`src/rtl/qtd_pkg.sv`:
```
package qtd_pkg;

   typedef enum logic [2:0] {
      OUT_OK     = 3'd0,
      OUT_XERR   = 3'd1,
      OUT_STALL  = 3'd2,
      OUT_BABBLE = 3'd3,
      OUT_BUFERR = 3'd4
   } outcome_e;

   localparam logic [1:0] SPD_FULL = 2'b00;
   localparam logic [1:0] SPD_LOW  = 2'b01;
   localparam logic [1:0] SPD_HIGH = 2'b10;

   localparam logic [1:0] TOK_OUT   = 2'b00;
   localparam logic [1:0] TOK_IN    = 2'b01;
   localparam logic [1:0] TOK_SETUP = 2'b10;
   localparam logic [1:0] TOK_RSV   = 2'b11;

endpackage

```
`src/rtl/qtd_token_map.sv`:
```
module qtd_token_map #(
   parameter int TOK_W = 2,
   parameter int PID_W = 8
) (
   input  logic [TOK_W-1:0] tok,
   output logic [PID_W-1:0] pid
);
   import qtd_pkg::*;

   localparam int NIB_W = PID_W / 2;

   if (PID_W != 8) begin : g_bad_pid
      $error("qtd_token_map: PID_W must be 8");
   end
   if (TOK_W != 2) begin : g_bad_tok
      $error("qtd_token_map: TOK_W must be 2");
   end

   logic [NIB_W-1:0] nib;
   logic             valid;

   always_comb begin
      valid = 1'b1;
      case (tok)
         TOK_OUT:   nib = NIB_W'(4'h1);
         TOK_IN:    nib = NIB_W'(4'h9);
         TOK_SETUP: nib = NIB_W'(4'hD);
         default: begin
            nib   = '0;
            valid = 1'b0;
         end
      endcase
   end

   // A PID byte is the PID nibble with its complement in the upper half.
   for (genvar i = 0; i < NIB_W; i++) begin : g_pid_bit
      assign pid[i]         = nib[i] & valid;
      assign pid[i + NIB_W] = ~nib[i] & valid;
   end

endmodule

```
`src/rtl/qtd_retry_ctr.sv`:
```
module qtd_retry_ctr #(
   parameter int CNT_W = 2
) (
   input  logic             clk,
   input  logic             rst_n,
   input  logic             ld,
   input  logic [CNT_W-1:0] ld_val,
   input  logic             upd,
   input  logic [2:0]       code,
   input  logic             reload_ok,
   output logic [CNT_W-1:0] cnt,
   output logic             exhaust
);
   import qtd_pkg::*;

   localparam logic [CNT_W-1:0] RELOAD = '1;
   localparam logic [CNT_W-1:0] ONE    = CNT_W'(1);

   if (CNT_W < 1) begin : g_bad_cnt
      $error("qtd_retry_ctr: CNT_W must be at least 1");
   end

   logic             nonzero;
   logic             dec;
   logic             rel;
   logic [CNT_W-1:0] cnt_d;

   assign nonzero = (cnt != '0);
   assign dec     = upd && (code == OUT_XERR) && nonzero;
   assign rel     = upd && (code == OUT_OK) && reload_ok && nonzero;
   assign exhaust = upd && (code == OUT_XERR) && (cnt == ONE);

   always_comb begin
      cnt_d = cnt;
      if (ld)       cnt_d = ld_val;
      else if (dec) cnt_d = cnt - ONE;
      else if (rel) cnt_d = RELOAD;
   end

   always_ff @(posedge clk or negedge rst_n) begin
      if (!rst_n) cnt <= '0;
      else        cnt <= cnt_d;
   end

   AST_ZERO_HOLDS: assert property (@(posedge clk) disable iff (!rst_n)
      (!ld && cnt == '0) |=> (cnt == '0));

   AST_EXHAUST_TO_ZERO: assert property (@(posedge clk) disable iff (!rst_n)
      (exhaust && !ld) |=> (cnt == '0));

   AST_NO_DEC_ON_HALT_OR_BUF: assert property (@(posedge clk) disable iff (!rst_n)
      (!ld && upd && (code == OUT_STALL || code == OUT_BABBLE || code == OUT_BUFERR))
      |=> $stable(cnt));

endmodule

```
`src/rtl/qtd_flag_regs.sv`:
```
module qtd_flag_regs (
   input  logic       clk,
   input  logic       rst_n,
   input  logic       ld,
   input  logic       ld_active,
   input  logic       upd,
   input  logic       illegal_now,
   input  logic [2:0] code,
   input  logic       exhaust,
   output logic       active,
   output logic       halted,
   output logic       babble,
   output logic       buf_err,
   output logic       illegal,
   output logic       irq
);
   import qtd_pkg::*;

   localparam int N_STICKY = 2;

   logic legal_upd;
   logic halt_evt;

   assign legal_upd = upd && !illegal_now;
   assign halt_evt  = (upd && illegal_now) ||
                      (legal_upd && (code == OUT_STALL || code == OUT_BABBLE)) ||
                      exhaust;

   always_ff @(posedge clk or negedge rst_n) begin
      if (!rst_n) begin
         active  <= 1'b0;
         halted  <= 1'b0;
         illegal <= 1'b0;
         irq     <= 1'b0;
      end else begin
         irq <= exhaust && !ld;
         if (ld) begin
            active  <= ld_active;
            halted  <= 1'b0;
            illegal <= 1'b0;
         end else if (halt_evt) begin
            active  <= 1'b0;
            halted  <= 1'b1;
            if (upd && illegal_now) illegal <= 1'b1;
         end
      end
   end

   // Sticky flags: index 0 babble, index 1 buffer error.
   logic [N_STICKY-1:0] set_v;
   logic [N_STICKY-1:0] flag_q;

   assign set_v[0] = legal_upd && (code == OUT_BABBLE);
   assign set_v[1] = legal_upd && (code == OUT_BUFERR);

   for (genvar i = 0; i < N_STICKY; i++) begin : g_sticky
      always_ff @(posedge clk or negedge rst_n) begin
         if (!rst_n)        flag_q[i] <= 1'b0;
         else if (ld)       flag_q[i] <= 1'b0;
         else if (set_v[i]) flag_q[i] <= 1'b1;
      end
   end

   assign babble  = flag_q[0];
   assign buf_err = flag_q[1];

   AST_HALT_DEACTIVATES: assert property (@(posedge clk) disable iff (!rst_n)
      halted |-> !active);

   AST_IRQ_SINGLE: assert property (@(posedge clk) disable iff (!rst_n)
      irq |=> !irq);

   AST_BUF_STICKY: assert property (@(posedge clk) disable iff (!rst_n)
      (buf_err && !ld) |=> buf_err);

   AST_BABBLE_HALTS: assert property (@(posedge clk) disable iff (!rst_n)
      babble |-> halted || ld);

endmodule

```
`src/rtl/qtd_status_updater.sv`:
```
module qtd_status_updater #(
   parameter int CNT_W = 2,
   parameter int TOK_W = 2,
   parameter int PID_W = 8
) (
   input  logic             clk,
   input  logic             rst_n,
   input  logic             ld_valid,
   input  logic [CNT_W-1:0] ld_count,
   input  logic             ld_active,
   input  logic [TOK_W-1:0] ld_token,
   input  logic             ev_valid,
   input  logic [2:0]       ev_code,
   input  logic [1:0]       ep_speed,
   input  logic             async_sched,
   output logic [CNT_W-1:0] err_cnt,
   output logic             active,
   output logic             halted,
   output logic             babble,
   output logic             buf_err,
   output logic             illegal_cfg,
   output logic             err_irq,
   output logic [PID_W-1:0] pid_byte
);
   import qtd_pkg::*;

   logic [TOK_W-1:0] tok_q;
   logic             upd_en;
   logic             illegal_now;
   logic             ctr_upd;
   logic             reload_ok;
   logic             exhaust;

   always_ff @(posedge clk or negedge rst_n) begin
      if (!rst_n)        tok_q <= '0;
      else if (ld_valid) tok_q <= ld_token;
   end

   assign upd_en      = ev_valid && active && !ld_valid;
   assign illegal_now = (tok_q == TOK_W'(TOK_RSV)) ||
                        ((err_cnt == '0) && (ep_speed != SPD_HIGH));
   assign ctr_upd     = upd_en && !illegal_now;
   assign reload_ok   = (ep_speed == SPD_HIGH) || async_sched;

   qtd_retry_ctr #(.CNT_W(CNT_W)) ctr_i (
      .clk       (clk),
      .rst_n     (rst_n),
      .ld        (ld_valid),
      .ld_val    (ld_count),
      .upd       (ctr_upd),
      .code      (ev_code),
      .reload_ok (reload_ok),
      .cnt       (err_cnt),
      .exhaust   (exhaust)
   );

   qtd_flag_regs flags_i (
      .clk         (clk),
      .rst_n       (rst_n),
      .ld          (ld_valid),
      .ld_active   (ld_active),
      .upd         (upd_en),
      .illegal_now (illegal_now),
      .code        (ev_code),
      .exhaust     (exhaust),
      .active      (active),
      .halted      (halted),
      .babble      (babble),
      .buf_err     (buf_err),
      .illegal     (illegal_cfg),
      .irq         (err_irq)
   );

   qtd_token_map #(.TOK_W(TOK_W), .PID_W(PID_W)) map_i (
      .tok (tok_q),
      .pid (pid_byte)
   );

   AST_INACTIVE_HOLDS: assert property (@(posedge clk) disable iff (!rst_n)
      (!active && !ld_valid)
      |=> $stable({err_cnt, halted, babble, buf_err, illegal_cfg}));

   AST_IRQ_WITH_HALT: assert property (@(posedge clk) disable iff (!rst_n)
      err_irq |-> (halted && err_cnt == '0));

   AST_LOAD_WINS: assert property (@(posedge clk) disable iff (!rst_n)
      ld_valid |=> (!halted && !babble && !buf_err && !illegal_cfg));

endmodule

```
`config.mk`:
```
export PLATFORM = sky130hd
export DESIGN_NAME = qtd_status_updater
export DESIGN_NICKNAME = d
export VERILOG_FILES = /design/src/rtl/qtd_pkg.sv /design/src/rtl/qtd_token_map.sv /design/src/rtl/qtd_retry_ctr.sv /design/src/rtl/qtd_flag_regs.sv /design/src/rtl/qtd_status_updater.sv
export SDC_FILE = /design/constraint.sdc
export NUM_CORES = 1
export LEC_CHECK = 0
export BUFFER_PORTS_ARGS = -buffer_cell sky130_fd_sc_hd__buf_2
export CAP_MARGIN = 10
export CORE_UTILIZATION = 44
export DETAILED_ROUTE_END_ITERATION = 7
export GPL_ROUTABILITY_DRIVEN = 1
export PLACE_DENSITY = 0.76
export SLEW_MARGIN = 20
export SYNTH_ARGS = -nofsm -noshare
export SYNTH_HDL_FRONTEND = slang
export SYNTH_HIERARCHICAL = 1
export SYNTH_SLANG_ARGS = --single-unit
```
`constraint.sdc`:
```
create_clock -name clk -period 2.05 [get_ports clk]
set_clock_uncertainty 0.1 [all_clocks]
set_input_delay 0.1025 -clock clk [delete_from_list [all_inputs] [get_ports clk]]
set_output_delay 0.1025 -clock clk [all_outputs]
set_load 0.01 [all_outputs]
```
==> results by group, run 1 <==
Outcome
  – Outcome: finished clean

STA
  – Setup TNS: 0 ns
  – Final min period: 1.90 ns
  – Worst setup margin: 0.145 ns
  – Final period util: 92.9%
  – Final-report hold violation count: 0
  – Fmax: 525 MHz
  – Max-slew violation count: 0
  – Setup violations, final: 0

Synthesis
  – Post-Syn Area: 654 um^2
  – Synthesized area per cell: 10.4 um^2
  – Cell count after synthesis: 63
  – Top_reg_cell synth: dfrtp_1
  – Post-synth ARST share: 100%
  – Distinct cells, synth: 29
  – Seq/Total Area, Yosys: 38.2%
  – #FFs+latches synth: 10
  – Yosys warning total: 6
  – Post-synth EDFFs: 0

Detailed routing
  – Mean number of vias per cell: 5.10
  – Drt drc: 0
  – Vias: 586
  – Met2 routed wirelength: 695 um
  – Final WL: 1420 um
  – Drt first pass iters: 4
  – Detail Route met3 WL: 56 um
  – Drt first-iter violations: 5
  – DR top layer: met4
  – Wl on met1: 660 um
  – Remaining antenna violation count after routing: 0
  – Routed WL per cell: 12.3 um

Placed design
  – Pre-CTS setup slack: 0.145 ns
  – Final HPWL DP: 1050 um
  – Post-DP Area: 787 um^2
  – RD Place Congestion: 0.708
  – # port buffers: 28

Clocking
  – CTS Sinks: 10
  – CTS buffer count: 3
  – Clock Tree Buf Depth: 2
  – # resized after CTS: 0
  – Clk slew on worst S/H paths: 0.07 ns
  – Skew-Pair Late Insertion Delay: 0.26 ns
  – CTS tree: yes
  – H-tree depth: 1
  – Root buffer cell: clkbuf_4

Floorplan
  – Io pins: 31
  – Starting density of the core: 48.5%
  – Die X: 40.6 um
  – CORE AREA: 1350 um^2
  – Die height: 40.6 um
  – FP Rows: 13
  – Die footprint: 1650 um^2

Cells and area
  – ANT cells: 0
  – Most common cell after layout, fill and taps aside: buf_2
  – Layout cells sized above 1: 47.0%
  – # nets final: 121
  – Fillers: 118
  – Fin area: 898 um^2
  – Area delta synth->final: 37.3%
  – Commonest cells after routing, fill and taps aside: buf_2, nor2_1, dfrtp_1

Critical path
  – CP max stage cell: dfrtp_1
  – Worst setup EP type: flip-flop
  – Arrival @ worst endpoint: 1.96 ns
  – Largest stage delay, worst path: 0.43 ns
  – CP Max Fanout: 5
  – Critical Path RT: 2.11 ns
  – CP Class: flip-flop to flip-flop
  – Critical Path Start Type: flip-flop
  – FF-to-FF setup slack: 0.15 ns
  – CP cell instances: and2_4 -> a2111oi_2 -> nor3b_4 -> and3_2 -> nor2_1 -> a32o_1

Power
  – VDD IR max: 432 uV
  – Leakage: 0.485 nW
  – PD cells: 595 nW/um^2

GRT
  – Number of global-route vias before repair: 501
  – Initial antenna violation count: 0
  – Wire length of the first global-routing pass: 2050 um
  – Largest net degree at the start of global routing: 17
  – Gr usage total: 19.4%
  – Grt ovf: 0

Job
  – Max Cap Viol: 0

Min path
  – Class of the worst hold path: primary input to flip-flop
## per-stage QoR
stage               cells  power [W]  utilization [%]  hold slack, ns
finish                115   0.000534             66.5          0.0689
global route          115   0.000562             66.5          0.0907
CTS                   113   0.000536             65.4          0.0617
detailed placement    103   0.000350             58.3          -0.123
global placement      103   0.000346             58.3          -0.128
floorplan              64   0.000303                -          -0.293
## worst max-delay path: cells and delay by family (launching register included)
| kind | cells | cell delay (ns) |
|---|---|---|
| AND/OR/NAND/NOR | 4 | 0.75 |
| AO/OA/AOI/OAI | 2 | 0.52 |
| flip-flops | 1 | 0.43 |
## worst paths after layout
path,depth (start not counted),from,to
min reg2reg,2,flags_i/buf_err,flags_i/buf_err
min in group asynchronous,2,rst_n,flags_i/irq
max reg2reg,6,tok_q[1],flags_i/active
min,3,ev_code[0],flags_i/babble
max,6,tok_q[1],flags_i/active
max in group asynchronous,2,rst_n,flags_i/babble
## what timing repair did
item                                    in CTS  in global routing
hold buffers                                 6                  0
setup buffers                                0                  2
endpoints found under the hold margin       15                  0
endpoints found under the setup margin       0                  1
## final cells by class
cell class / instances / area (um^2) / area share [%]
Timing Repair Buffer: 36 / 215 / 24.0
Tap cell: 15 / 18.8 / 2.09
Sequential cell: 10 / 250 / 27.9
Clock buffer: 4 / 36.3 / 4.04
Inverter: 5 / 18.8 / 2.09
Multi-Input combinational cell: 45 / 359 / 40.0
## cell usage after synthesis, drive strengths merged (2+ instances only)
cell type	n	share of area (%)
dfrtp	10	38
nor2	10	5.7
ha	5	9.6
inv	5	2.9
buf	4	4.6
a21oi	3	2.9
nand2	3	1.7
nor2b	3	4.0
a31oi	2	1.9
mux2	2	3.4
nand2b	2	3.1
## layer usage
layer,global-route usage [%],vias to the layer above
met5,0,-
met4,10.0,0
met3,3.33,2
met2,32.1,16
met1,23.9,283
li1,-,285
## state kept, by name, indices dropped and copies added, names as in the netlist
register / cells
flags_i/active: 1
flags_i/halted: 1
flags_i/illegal: 1
flags_i/babble: 1
ctr_i/cnt: 2
flags_i/irq: 1
tok_q: 2
flags_i/buf_err: 1
## where the power goes
part / internal (W) / switching (W)
Combinational: 0.0000653 / 0.0000710
Clock: 0.000108 / 0.0000695
Sequential: 0.000209 / 0.0000119
## logic make-up (layout without fill, tap and decap cells)
group	Yosys count	count (layout)	share of synthesized area, %
AOI/OAI and AO/OA	12	12	17.0
adders and majority gates	5	5	9.56
buffers and inverters	9	45	7.46
DFF	10	10	38.2
muxes	2	2	3.44
other	1	2	0.573
and+or+nand+nor	24	24	23.7
Power figures use the tool's default switching activity.
==> run 2: changes to the inputs <==
--- a/config.mk
+++ b/config.mk
@@ -7,7 +7,10 @@
 export LEC_CHECK = 0
 export BUFFER_PORTS_ARGS = -buffer_cell sky130_fd_sc_hd__buf_2
 export CAP_MARGIN = 10
-export CORE_UTILIZATION = 44
+export CELL_PAD_IN_SITES_DETAIL_PLACEMENT = 1
+export CELL_PAD_IN_SITES_GLOBAL_PLACEMENT = 1
+export CORE_ASPECT_RATIO = 1.4
+export CORE_UTILIZATION = 32
 export DETAILED_ROUTE_END_ITERATION = 7
 export GPL_ROUTABILITY_DRIVEN = 1
 export PLACE_DENSITY = 0.76
==> run 2 against run 1 <==
Wire length is 20% higher. Power up 2.0%. Hold slack lost 0.0070 ns. Clock power grew 4%. Non-clock buffer count up 1. First-iteration DRC count decreased by 20%. Fmax is essentially flat. Count of clock-buffer cells in the layout unchanged. Highest routed layer unchanged.
==> results by group, run 2 (synthesis gave the netlist of run 1 again) <==
Detailed routing
  – Vias: 606 (+3.4%)
  – Drt first-iter violations: 4 (-1)
  – Final WL: 1710 um (+20%)
  – Mean number of vias per cell: 4.97 (-2.5%)
  – Remaining antenna violation count after routing: 0 (unchanged)
  – Routed WL per cell: 14.0 um (+13%)
  – Drt drc: 0 (unchanged)
  – Drt first pass iters: 4 (unchanged)

Critical path
  – CP max stage cell: dfrtp_1
  – Critical Path RT: 2.11 ns (about the same)
  – Critical Path Start Type: flip-flop
  – Largest stage delay, worst path: 0.41 ns (-0.02 ns)
  – CP cell instances: and2_4 -> a2111oi_2 -> nor3b_4 -> and3_2 -> nor2_1 -> a32o_1
  – WP buf/inv: 0 (unchanged)
  – Arrival @ worst endpoint: 1.96 ns (about the same)
  – FF-to-FF setup slack: 0.15 ns (about the same)
  – CP Class: flip-flop to flip-flop
  – CP Max Fanout: 4 (-1)
  – Worst setup EP type: flip-flop
  – CP top delay family: simple AND/OR/NAND/NOR gates

Clocking
  – CTS tree: yes
  – Clk slew on worst S/H paths: 0.07 ns (about the same)
  – Skew-Pair Late Insertion Delay: 0.27 ns (about the same)
  – Root buffer cell: clkbuf_4
  – CTS buffer count: 3 (unchanged)
  – Clock Tree Buf Depth: 2 (unchanged)
  – # resized after CTS: 0 (unchanged)
  – CTS Sinks: 10 (unchanged)
  – H-tree depth: 1 (unchanged)

GRT
  – Gr usage total: 17.2% (-2.2 points)
  – Wire length of the first global-routing pass: 2700 um (+32%)
  – Number of global-route vias before repair: 641 (+28%)
  – Grt ovf: 0 (unchanged)
  – Largest net degree at the start of global routing: 16 (-1)
  – Initial antenna violation count: 0 (unchanged)

STA
  – Setup TNS: 0 ns (unchanged)
  – RSZ-0062 raised after global routing: no
  – Final-report hold violation count: 0 (unchanged)
  – Fmax: 525 MHz (about the same)
  – Setup violations, final: 0 (unchanged)
  – Final min period: 1.90 ns (-0.000560 ns)
  – Hold Slack: 0.0619 ns (-0.00700 ns)
  – Max-slew violation count: 0 (unchanged)
  – Final period util: 92.9% (about the same)

Cells and area
  – ANT cells: 0 (unchanged)
  – Multi-input gate area: 359 um^2 (unchanged)
  – Area delta synth->final: 39.6%
  – Commonest cells after routing, fill and taps aside: buf_2, nor2_1, dfrtp_1
  – FF+latch area: 250 um^2 (unchanged)
  – Fillers: 253 (+110%)
  – Most common cell after layout, fill and taps aside: buf_2
  – # nets final: 122 (+0.83%)
  – Regs by FF count: ctr_i/cnt: 2 flops, tok_q: 2 flops
  – Layout cells sized above 1: 47.5% (+0.52 points)

Floorplan
  – Die height: 55.5 um (+37%)
  – Die X: 40.2 um (-0.85%)
  – FP Rows: 19 (+6)
  – Die footprint: 2230 um^2 (+36%)
  – Starting density of the core: 33.6% (-15 points)
  – Io pins: 31 (unchanged)
  – CORE AREA: 1950 um^2 (+44%)

Placed design
  – RD Place Congestion: 0.762 (+7.6%)
  – # port buffers: 28 (unchanged)
  – Final HPWL DP: 1240 um (+18%)

Power
  – VDD IR max: 405 uV (-6.1%)
  – PD cells: 597 nW/um^2 (+0.33%)
  – Leakage: 0.489 nW (+0.99%)

Job
  – Max Cap Viol: 0 (unchanged)

Min path
  – Class of the worst hold path: primary input to flip-flop

Outcome
  – Outcome: finished clean
-- run 2: changes by cell type in the layout (fill, tap and decap cells not counted) --
| cell | delta |
|---|---|
| buf_4 | +1 |
-- run 2: worst min-delay path: cells and delay by family --
kind	cells	cell delay [ns]
AO/OA/AOI/OAI	1	0.08
AND/OR/NAND/NOR	1	0.07
buffers and inverters	1	0.13
-- run 2: metrics by stage --
step | total power, W | instances | cell area, um^2 | util, % | setup slack, ns
detailed placement | 0.000355 | 110 | 802 | 41.1 | 0.119
global route | 0.000578 | 122 | 913 | 46.9 | 0.0762
floorplan | 0.000303 | 64 | 658 | - | 0.226
finish | 0.000545 | 122 | 913 | 46.9 | 0.146
CTS | 0.000547 | 120 | 898 | 46.1 | 0.0837
global placement | 0.000350 | 110 | 802 | 41.1 | 0.191
-- run 2: repair_timing --
action / in CTS / in global routing
setup endpoints to repair: 0 / 1
endpoints found under the hold margin: 15 / 0
hold buffers: 6 / 0
setup buffers: 0 / 2
-- run 2: final timing paths --
kind	startpoint	cells past startpoint	endpoint
worst max-delay path	tok_q[0]	6	flags_i/active
worst min-delay path	ev_code[0]	3	flags_i/babble
worst max register to register	tok_q[0]	6	flags_i/active
worst min register to register	flags_i/illegal	2	flags_i/illegal
max in group asynchronous	rst_n	2	flags_i/halted
min in group asynchronous	rst_n	2	ctr_i/cnt[1]
-- run 2: layout make-up --
class                           instances  area share, %
Clock buffer                            4           3.97
Inverter                                5           2.05
Multi-Input combinational cell         45           39.3
Sequential cell                        10           27.4
Tap cell                               21           2.88
Timing Repair Buffer                   37           24.4
-- run 2: where the power goes --
group | internal [W] | switching (W) | total [W]
registers | 0.000209 | 0.0000118 | 0.000220
clock network | 0.000108 | 0.0000764 | 0.000184
logic | 0.0000672 | 0.0000732 | 0.000140
-- run 2: routing by layer --
layer  vias up  share of wire [%]  track usage (%)
li1        287                  -                -
met1       289                 39             17.8
met5         -                  0                0
met4         0                4.2             8.10
met2        24                 52             29.5
met3         6                4.9             4.82
